===== config.mk =====
export PLATFORM = sky130hd
export DESIGN_NAME = snoop_inquire_init
export DESIGN_NICKNAME = d
export VERILOG_FILES = /design/src/rtl/snp_pkg.sv /design/src/rtl/snp_step_counter.sv /design/src/rtl/snp_req_latch.sv /design/src/rtl/snoop_inquire_init.sv
export SDC_FILE = /design/constraint.sdc
export NUM_CORES = 1
export LEC_CHECK = 0
export ABC_AREA = 1
export ABC_CLOCK_PERIOD_IN_PS = 1560
export CORE_ASPECT_RATIO = 0.9
export CORE_UTILIZATION = 42
export DETAILED_ROUTE_END_ITERATION = 8
export PLACE_DENSITY = 0.79
export SLEW_MARGIN = 0
export SYNTH_ARGS = -nofsm -noshare
export SYNTH_HDL_FRONTEND = slang
export SYNTH_SLANG_ARGS = --single-unit

===== constraint.sdc =====
create_clock -name clk -period 1.56 [get_ports clk]
set_input_delay 0.156 -clock clk [delete_from_list [all_inputs] [get_ports clk]]
set_output_delay 0.156 -clock clk [all_outputs]
set_load 0.1 [all_outputs]

===== src/rtl/snp_pkg.sv =====
// Package: shared types for the snoop inquire initiator.
// Assumes: method codes match the requirement encoding (0,1,2; 3 reserved).
package snp_pkg;
    typedef enum logic [1:0] {
        ACQ_ADDR_HOLD = 2'd0,
        ACQ_BACKOFF   = 2'd1,
        ACQ_BUS_HOLD  = 2'd2,
        ACQ_RESERVED  = 2'd3
    } acq_method_e;

    typedef enum logic [2:0] {
        ST_IDLE,
        ST_ACQ,
        ST_STROBE,
        ST_RESP,
        ST_WB,
        ST_DRAIN,
        ST_DONE
    } snp_state_e;
endpackage


===== src/rtl/snp_step_counter.sv =====
// Module: snp_step_counter
// Counts enabled cycles and clears on request; clear wins over increment.
// Assumes: the owner ignores the value once it has passed the limit it compares against.
module snp_step_counter #(
    parameter int CNT_W = 3
) (
    input  logic             clk,
    input  logic             rst_n,
    input  logic             clr,
    input  logic             inc,
    output logic [CNT_W-1:0] count
);
    // Counter register with synchronous reset.
    always_ff @(posedge clk) begin
        if (!rst_n)   count <= '0;
        else if (clr) count <= '0;
        else if (inc) count <= count + 1'b1;
    end
endmodule


===== src/rtl/snp_req_latch.sv =====
// Module: snp_req_latch
// Holds the accepted request for the whole inquire and maps the reserved method code onto address hold.
// Assumes: load is high only for one cycle, in the cycle the request is accepted.
module snp_req_latch
    import snp_pkg::*;
#(
    parameter int ADDR_W = 27
) (
    input  logic              clk,
    input  logic              rst_n,
    input  logic              load,
    input  logic [ADDR_W-1:0] line_in,
    input  logic              inv_in,
    input  logic [1:0]        method_in,
    output logic [ADDR_W-1:0] line_q,
    output logic              inv_q,
    output acq_method_e       method_q
);
    acq_method_e method_norm;

    // Map the reserved code onto the address-hold method.
    always_comb begin
        method_norm = acq_method_e'(method_in);
        if (method_norm == ACQ_RESERVED) method_norm = ACQ_ADDR_HOLD;
    end

    // Capture the request on acceptance.
    always_ff @(posedge clk) begin
        if (!rst_n) begin
            line_q   <= '0;
            inv_q    <= 1'b0;
            method_q <= ACQ_ADDR_HOLD;
        end else if (load) begin
            line_q   <= line_in;
            inv_q    <= inv_in;
            method_q <= method_norm;
        end
    end
endmodule


===== src/rtl/snoop_inquire_init.sv =====
// Module: snoop_inquire_init
// Runs one inquire cycle per request: takes the bus by the chosen method, strobes the line address,
// samples the hit responses, follows a modified-hit writeback and pulses done with status.
// Assumes: the processor drives single-cycle ready beats and raises hold acknowledge only while bus hold is high.
module snoop_inquire_init
    import snp_pkg::*;
#(
    parameter int ADDR_W     = 27,
    parameter int STROBE_DLY = 2,
    parameter int RESP_DLY   = 2,
    parameter int BURST_LEN  = 4
) (
    input  logic              clk,
    input  logic              rst_n,
    input  logic              req_valid,
    output logic              req_ready,
    input  logic [ADDR_W-1:0] req_line,
    input  logic              req_inv,
    input  logic [1:0]        req_method,
    output logic              addr_hold_o,
    output logic              backoff_o,
    output logic              bus_hold_o,
    input  logic              hold_ack_i,
    output logic              strobe_o,
    output logic              snoop_inv_o,
    output logic [ADDR_W-1:0] snoop_line_o,
    input  logic              resp_hit_i,
    input  logic              resp_mod_i,
    input  logic              beat_rdy_i,
    output logic              done_o,
    output logic              done_hit_o,
    output logic              done_mod_o
);
    localparam int DLY_MAX = (STROBE_DLY > RESP_DLY) ? STROBE_DLY : RESP_DLY;
    localparam int DLY_W   = $clog2(DLY_MAX + 1);
    localparam int BEAT_W  = $clog2(BURST_LEN + 1);
    localparam logic [DLY_W-1:0]  STROBE_LAST = DLY_W'(STROBE_DLY - 1);
    localparam logic [DLY_W-1:0]  RESP_LAST   = DLY_W'(RESP_DLY - 1);
    localparam logic [BEAT_W-1:0] BEAT_LAST   = BEAT_W'(BURST_LEN - 1);

    snp_state_e        state, nxt;
    acq_method_e       method_q;
    logic [ADDR_W-1:0] line_q;
    logic              inv_q;
    logic [DLY_W-1:0]  dly_cnt;
    logic [BEAT_W-1:0] beat_cnt;
    logic              hit_q, mod_q;
    logic              accept, resp_sample, last_beat, bus_held;

    assign accept      = (state == ST_IDLE) && req_valid;
    assign resp_sample = (state == ST_RESP) && (dly_cnt == RESP_LAST);
    assign last_beat   = (state == ST_WB) && beat_rdy_i && (beat_cnt == BEAT_LAST);

    snp_req_latch #(.ADDR_W(ADDR_W)) u_req (
        .clk       (clk),
        .rst_n     (rst_n),
        .load      (accept),
        .line_in   (req_line),
        .inv_in    (req_inv),
        .method_in (req_method),
        .line_q    (line_q),
        .inv_q     (inv_q),
        .method_q  (method_q)
    );

    snp_step_counter #(.CNT_W(DLY_W)) u_dly (
        .clk   (clk),
        .rst_n (rst_n),
        .clr   (state != nxt),
        .inc   (1'b1),
        .count (dly_cnt)
    );

    snp_step_counter #(.CNT_W(BEAT_W)) u_beat (
        .clk   (clk),
        .rst_n (rst_n),
        .clr   (state != ST_WB),
        .inc   ((state == ST_WB) && beat_rdy_i),
        .count (beat_cnt)
    );

    // Next-state decision for the inquire sequence.
    always_comb begin
        nxt = state;
        unique case (state)
            ST_IDLE:   if (req_valid) nxt = ST_ACQ;
            ST_ACQ: begin
                if (method_q == ACQ_BUS_HOLD) begin
                    if (hold_ack_i) nxt = ST_STROBE;
                end else if (dly_cnt == STROBE_LAST) begin
                    nxt = ST_STROBE;
                end
            end
            ST_STROBE: nxt = ST_RESP;
            ST_RESP:   if (resp_sample) nxt = resp_mod_i ? ST_WB : ST_DONE;
            ST_WB:     if (last_beat) nxt = resp_mod_i ? ST_DRAIN : ST_DONE;
            ST_DRAIN:  if (!resp_mod_i) nxt = ST_DONE;
            ST_DONE:   nxt = ST_IDLE;
            default:   nxt = ST_IDLE;
        endcase
    end

    // State register.
    always_ff @(posedge clk) begin
        if (!rst_n) state <= ST_IDLE;
        else        state <= nxt;
    end

    // Capture the response lines at the sampling point.
    always_ff @(posedge clk) begin
        if (!rst_n) begin
            hit_q <= 1'b0;
            mod_q <= 1'b0;
        end else if (resp_sample) begin
            hit_q <= resp_hit_i;
            mod_q <= resp_mod_i;
        end
    end

    // Decode the bus-side and requester-side outputs from the state.
    always_comb begin
        bus_held     = (state == ST_ACQ) || (state == ST_STROBE) || (state == ST_RESP);
        addr_hold_o  = (method_q == ACQ_ADDR_HOLD) &&
                       (bus_held || (state == ST_WB) || (state == ST_DRAIN));
        backoff_o    = (method_q == ACQ_BACKOFF)  && bus_held;
        bus_hold_o   = (method_q == ACQ_BUS_HOLD) && bus_held;
        strobe_o     = (state == ST_STROBE);
        snoop_inv_o  = strobe_o && inv_q;
        snoop_line_o = strobe_o ? line_q : '0;
        req_ready    = (state == ST_IDLE);
        done_o       = (state == ST_DONE);
        done_hit_o   = done_o && hit_q;
        done_mod_o   = done_o && mod_q;
    end
endmodule


==> summary.md, run 1 <==
| Metric | Value |
|---|---|
| Pins Over Slew Limit | `0` |
| Main synth FF type | `dfxtp_1` |
| Crit path max fanout | `4` |
| Final core occ | `about 87%` |
| Mux contribution to synthesized area | `0%` |
| Die H | `between 60 and 70 µm` |
| DR WL/cell | `between 15 and 20 µm` |
| Vias in the first global route | `just under 2000` |
| WHS Endpoint | `u_dly.count[0]` |
| PwrDens | `~1100 mW/mm²` |
| Worst setup SP type | `flip-flop` |
| Number of synthesized flops with an enable pin | `0` |
| Placed insts | `~370` |
| Sequential share of the synthesized area | `between 40% and 50%` |
| Post-synthesis average cell area | `7.04 µm²` |
| Remaining Overflow, GRT | `0` |
| Final WS setup | `-0.0324 ns` |
| Root Buffer | `clkbuf_8` |
| Compound-cell area share of the yosys netlist | `~19%` |
| Hold Crit Start | `u_dly.count[0]` |
| LEAKAGE | `roughly 1.4 nW` |
| Sink Count | `40` |
| # setup viols final | `14` |
| Largest stage delay, worst path | `around 0.37 ns` |
| Xor and xnor area share after synthesis | `less than 1%` |
| FF+latch count, synth | `40` |
| FFs w/ async S/R, synth | `0%` |
| Post-route non-filler standard cell count | `roughly 400` |
| Die width | `70.5 µm` |
| Post-route design area | `0.00354 mm²` |
| Gr usage total | `approximately 28%` |
| Setup Skew | `~0.0064 ns` |
| CTS buffer count | `5` |
| # rows | `22` |
| Dpl hpwl | `3720 µm` |
| Critical path type | `reg2out` |
| Area leader, netlist | `dfxtp_1` |
| Fraction of layout cells with a size suffix above 1 | `33.0%` |
| Critical path required time | `between 1 and 1.5 ns` |
| Endpoint class of the critical path | `primary output` |
| Tmin final | `between 1.5 and 2 ns` |
| Relative slew slack | `74.0%` |
| Clock Path Buffers | `2` |
| Initial Util | `between 40% and 50%` |
| H-tree lvl count | `2` |
| Max Freq | `628 MHz` |
| Pwr Total | `a little over 4 mW` |
| Status | `complete, but fails checks` |
| Routed WL | `about 5900 µm` |
| Final setup TNS | `-0.105 ns` |
| Mapped Area | `0.00177 mm²` |
| Initial drt markers | `between 100 and 150` |
| Adder-cell share of the synthesized area | `between 2 and 2.5%` |
| RR Startpoint | `state[0]` |
| Max-cap check violation count | `0` |
| Via density | `around 5.1` |
| Largest net degree at the start of global routing | `39` |
| Combinational family with the most area after synthesis | `simple AND/OR/NAND/NOR gates` |
| Fin. Hold Viols | `0` |
| Worst Path Arrival | `between 1 and 1.5 ns` |
| Initial antenna violation count | `0` |
| Simple-Gate Fraction of Synth Area | `19.9%` |
| Worst slack, placed | `roughly 0.075 ns` |
| Share of the synthesized area in the top cell type | `a little under half` |
| Max VDD drop | `approximately 1.0 mV` |
| Worst hold slack | `0.427 ns` |
| Port Buf Inserts | `72` |
| Sequence of cells on the critical path | `buf_4 > nor3_4 > nor4_4 > buf_12` |
| Area contributors post-synth | `dfxtp_1 (45%), a21oi_1 (9.6%), o21ai_0 (9.3%), inv_1 (9.1%), nor2_1 (9.1%)` |
| IO Count | `73` |
| Hold Path Depth | `1` |
| Reg-to-reg endpoint | `u_req.line_q[4]` |
| Hold Crit Class | `reg2reg` |
| Post-CTS Hold Fix Bufs | `0` |
| CTS tree | `built` |
| Slowest cell on the critical path | `dfxtp_4` |
| Core Region | `roughly 0.004 mm²` |
| Final Cycle Share | `102%` |
| Unrepaired setup endpoints after global routing | `true` |
| Yosys cell types | `19` |
| DRC | `14` |
| Failing checks | `design-rule violations, negative setup slack` |
| Ant diodes | `0` |
| DR vias | `roughly 2000` |
| Gp weighted congestion | `~0.8` |
| Area post-placement | `0.00323 mm²` |
| Post-Syn Instances | `~250` |
| Post-DRT Antenna Nets | `0` |
| First-pass GRT wire length | `roughly 9400 µm` |
| P&R area growth vs syn | `99.7%` |
| Worst-Margin Slew | `0.388 ns` |
| Net count reported at finish | `between 300 and 400` |
| Worst Reg2Reg Path Length in Cells | `6` |
| Area of the die | `approximately 0.0045 mm²` |
| Clk_lat worst skew | `about 0.3 ns` |
| DRT Pass-1 Iters | `6` |
| Yosys warns | `0` |
| Synth top cells by count | `inv_1 (43), nor2_1 (43), dfxtp_1 (40)` |
| Syn_nets | `292` |
| Clock slew at reported path FFs | `0.07 ns` |
| FF-to-FF setup slack | `approximately 0.080 ns` |
state kept, by name, summed over array words and instances (netlist names):
signal / flops
hit_q: 1
u_beat.count: 3
u_req.line_q: 27
mod_q: 1
state: 3
u_dly.count: 2
u_req.inv_q: 1
u_req.method_q: 2
logic make-up (layout without fill, tap and decap cells):
| kind of cell | after synthesis | in the layout |
|---|---|---|
| AO/OA/AOI/OAI | 68 | 68 |
| XOR/XNOR | 1 | 1 |
| adder cells (fa/ha/maj) | 3 | 3 |
| buffers and inverters | 58 | 148 |
| flip-flops | 40 | 40 |
| AND/OR/NAND/NOR | 82 | 82 |
power by group:
group          internal, mW  switching (mW)  leakage [nW]
clock network         0.475           0.370        0.0552
logic                 0.718            1.22         0.979
registers              1.20          0.0834         0.332
total                  2.40            1.67          1.37
cell usage in the layout (no fill, tap or decap), drive strengths merged:
master	instances
a21oi	34
a311oi	1
buf	59
bufbuf	1
bufinv	1
clkbuf	6
clkdlybuf4s50	36
clkinv	1
clkinvlp	1
dfxtp	40
ha	3
inv	43
nand2	19
nand3	8
nand4	6
nor2	44
nor3	4
nor4	1
o21ai	33
xnor2	1
critical path, delay by kind of cell, from the launching register on:
| family | cells | cell delay (ns) |
|---|---|---|
| buf+inv | 2 | 0.32 |
| flops | 1 | 0.37 |
| simple gates | 2 | 0.44 |
worst max-delay path by stage:
stage                                   to  slack, ns  cells after the start  startpoint
final                          addr_hold_o      -0.03                      4    state[0]
after global routing            done_mod_o      -0.05                      5    state[1]
after CTS                 snoop_line_o[20]      -0.02                      6    state[0]
after detailed placement  u_req.line_q[16]       0.07                      5   req_valid
after global placement    snoop_line_o[16]       0.18                      5    state[2]
after floorplan                addr_hold_o      -0.30                      3    state[0]
cell type report:
cell class	instances	area [µm²]
Fill cell	201	533
Clock buffer	6	72.6
Timing Repair Buffer	96	1350
Tap cell	48	60.1
Inverter	44	174
Sequential cell	40	812
Clock inverter	2	35.0
Multi-Input combinational cell	154	1040
metal layers:
layer | track usage, % | wire length (µm) | up-vias
met5 | 0 | 0 | -
met4 | 15.3 | 165 | 0
met3 | 5.60 | 413 | 20
met2 | 51.3 | 3120 | 78
met1 | 29.4 | 2230 | 917
li1 | - | - | 993
repair_timing:
item,CTS,global route
buffers inserted,10,2
resized for setup,11,9
setup endpoints to repair,30,56
hold endpoints to repair,0,0
pin swaps,3,6
gates cloned,2,0
No activity file was read; power rests on OpenSTA's default activity.
==> run 2: changes to the inputs <==
--- a/config.mk
+++ b/config.mk
@@ -7,7 +7,6 @@
 export LEC_CHECK = 0
 export ABC_AREA = 1
 export ABC_CLOCK_PERIOD_IN_PS = 1560
-export CORE_ASPECT_RATIO = 0.9
 export CORE_UTILIZATION = 42
 export DETAILED_ROUTE_END_ITERATION = 8
 export PLACE_DENSITY = 0.79
==> run 2 against run 1 <==
  * The flow finishes with violations (negative setup slack)
  * Flip-flop and latch count unchanged
  * Sequential power about the same
  * Worst hold slack better by 0.026 ns
  * Register-to-register slack about the same
  * Count of clock-buffer cells in the layout unchanged
  * Sequential share of layout area up 0.46 points
  * Global-route usage down 1.3 points
  * Non-clock buffer count down 6
  * Design area down 1.8%
  * First-iteration DRC count unchanged
  * Maximum frequency up 1.4%
  * Critical endpoint is now snoop_line_o[25]
==> summary.md, run 2 (synthesis gave the netlist of run 1 again) <==
| Metric | Value |
|---|---|
| Worst slack, placed | `0.0641 ns (-0.0109 ns)` |
| Largest registers | `u_req.line_q x27, state x3, u_beat.count x3` |
| Multi-input logic area | `0.00103 mm² (-0.24%)` |
| Vias in the first global route | `1881 (-5.2%)` |
| CTS buffer count | `5 (unchanged)` |
| # fillers | `205 (+2.0%)` |
| Final Cycle Share | `101% (-1.5 points)` |
| Most frequent cells in the layout | `inv_1 (41), buf_12 (39), dfxtp_1 (36), clkdlybuf4s50_1 (36), a21oi_1 (34)` |
| PwrDens | `1140 mW/mm² (-0.39%)` |
| Final WS setup | `-0.00971 ns (+0.0227 ns)` |
| Slowest cell on the critical path | `dfxtp_4` |
| Max reg flops | `27 (unchanged)` |
| DR WL/cell | `13.9 µm (-8.6%)` |
| Status | `complete, but fails checks` |
| Initial drt markers | `127 (unchanged)` |
| LEAKAGE | `1.33 nW (-2.9%)` |
| Remaining Overflow, GRT | `0 (unchanged)` |
| Area of the die | `0.00448 mm² (about the same)` |
| RR Startpoint | `state[0]` |
| Failing checks | `negative setup slack` |
| FF-to-FF setup slack | `0.08 ns (about the same)` |
| WHS Endpoint | `u_dly.count[0]` |
| CP delay by family, top | `buffers and inverters` |
| Die H | `67.0 µm (+5.2%)` |
| Fin. Hold Viols | `0 (unchanged)` |
| Critical path type | `reg2out` |
| Initial antenna violation count | `0 (unchanged)` |
| Reg-to-reg endpoint | `u_req.line_q[23]` |
| Relative slew slack | `71.4% (-2.6 points)` |
| Commonest non-fill, non-tap cell in the layout | `inv_1` |
| Endpoint class of the critical path | `primary output` |
| Port Buf Inserts | `72 (unchanged)` |
| Largest stage delay, worst path | `0.37 ns (about the same)` |
| Via density | `5.00 (-2.9%)` |
| FF+latch area | `813 µm² (+0.15%)` |
| DRC | `0 (-14)` |
| Post-route design area | `0.00348 mm² (-1.8%)` |
| Gp weighted congestion | `0.881 (+7.7%)` |
| Hold Crit Start | `u_dly.count[0]` |
| Sink Count | `40 (unchanged)` |
| Worst Path Arrival | `1.41 ns (-0.03 ns)` |
| H-tree lvl count | `2 (unchanged)` |
| Post-DRT Antenna Nets | `0 (unchanged)` |
| Hold Crit Class | `reg2reg` |
| Dpl hpwl | `3620 µm (-2.8%)` |
| Net count reported at finish | `375 (-1.6%)` |
| Ant diodes | `0 (unchanged)` |
| CP bufs+invs | `3 (+1)` |
| # rows | `23 (+4.5%)` |
| DR vias | `1929 (-3.9%)` |
| Root Buffer | `clkbuf_8` |
| Pins Over Slew Limit | `0 (unchanged)` |
| Gr usage total | `26.5% (-1.3 points)` |
| CTS tree | `built` |
| Crit path max fanout | `6 (+2)` |
| # setup viols final | `7 (-7)` |
| Tmin final | `1.57 ns (-0.0227 ns)` |
| Max-cap check violation count | `0 (unchanged)` |
| P&R area growth vs syn | `96.1%` |
| Post-CTS Hold Fix Bufs | `0 (unchanged)` |
| DRT Pass-1 Iters | `4 (-2)` |
| Setup Skew | `0.00473 ns (-0.00170 ns)` |
| Top reg by flops | `u_req.line_q` |
| IO Count | `73 (unchanged)` |
| Critical path required time | `1.40 ns (about the same)` |
| Initial Util | `44.0% (+0.49 points)` |
| Hold Path Depth | `1 (unchanged)` |
| Worst setup SP type | `flip-flop` |
| Clock Path Buffers | `2 (unchanged)` |
| Routed WL | `5360 µm (-9.6%)` |
| First-pass GRT wire length | `8690 µm (-7.6%)` |
| Pwr Total | `3.98 mW (-2.2%)` |
| Unrepaired setup endpoints after global routing | `true` |
| Clk_lat worst skew | `0.29 ns (about the same)` |
| Clock slew at reported path FFs | `0.08 ns (about the same)` |
| Worst-Margin Slew | `0.427 ns (+0.0390 ns)` |
| Max Freq | `637 MHz (+1.4%)` |
| Largest net degree at the start of global routing | `40 (+2.6%)` |
| Worst hold slack | `0.453 ns (+0.0258 ns)` |
| Die width | `67.0 µm (-5.0%)` |
| Worst Reg2Reg Path Length in Cells | `6 (unchanged)` |
| Core Region | `0.00403 mm² (-1.1%)` |
| Sequence of cells on the critical path | `inv_4 > nand3_4 > bufbuf_16 > nor2_4 > buf_12` |
| Final setup TNS | `-0.0440 ns (+0.0614 ns)` |
| Area post-placement | `0.00324 mm² (about the same)` |
| Max VDD drop | `1.26 mV (+21%)` |
| Fraction of layout cells with a size suffix above 1 | `31.8% (-1.2 points)` |
[run 2: cell types whose count changed in the layout (fill, tap and decap cells not counted), sizes merged]
cell  change
buf       -6
[run 2: how the worst max path moves through the flow]
stage          startpoint               end  slack [ns]  cells after the start
2_1_floorplan    state[0]       addr_hold_o       -0.30                      3
3_3_place_gp   resp_mod_i    u_dly.count[1]        0.16                      7
3_5_place_dp    req_valid  u_req.line_q[23]        0.06                      5
4_1_cts          state[2]  snoop_line_o[25]       -0.01                      5
5_1_grt          state[0]         backoff_o       -0.07                      4
6_report         state[2]  snoop_line_o[25]       -0.01                      5
[run 2: stage by stage]
stage	instances	utilization, %
3_5_place_dp	370	80.3
2_1_floorplan	252	-
5_1_grt	386	86.3
4_1_cts	385	85.8
6_report	386	86.3
3_3_place_gp	370	80.3
[run 2: per-layer routing]
layer	vias up	part of all wire [%]	global-route usage, %
li1	972	-	-
met4	0	1.8	9.04
met5	-	0	0
met3	10	5.5	5.82
met1	876	42	31.9
met2	71	51	46.0
[run 2: area by class of cell]
cell class                      count  share of cell area, %
Clock inverter                      2                   1.01
Tap cell                           50                   1.80
Clock buffer                        6                   2.09
Sequential cell                    40                   23.4
Inverter                           44                   5.00
Multi-Input combinational cell    154                   29.7
Timing Repair Buffer               90                   37.0
[run 2: what timing repair did]
| item | in CTS | in global routing |
|---|---|---|
| setup endpoints to repair | 30 | 22 |
| endpoints found under the hold margin | 0 | 0 |
| buffers inserted | 6 | 1 |
| gates resized for setup | 10 | 5 |
| pin swaps | 2 | 3 |
| cloned | 1 | 0 |
[run 2: power breakdown]
part	internal, mW	switching [mW]	total [mW]
clock network	0.475	0.356	0.831
registers	1.20	0.0807	1.28
logic	0.676	1.19	1.86
total	2.36	1.62	3.98
==> run 3: changes to the inputs <==
--- a/config.mk
+++ b/config.mk
@@ -6,7 +6,7 @@
 export NUM_CORES = 1
 export LEC_CHECK = 0
 export ABC_AREA = 1
-export ABC_CLOCK_PERIOD_IN_PS = 1560
+export CAP_MARGIN = 20
 export CORE_UTILIZATION = 42
 export DETAILED_ROUTE_END_ITERATION = 8
 export PLACE_DENSITY = 0.79
==> results of run 3 <==
No change in the layout: final DEF, timing and power equal those of run 2.
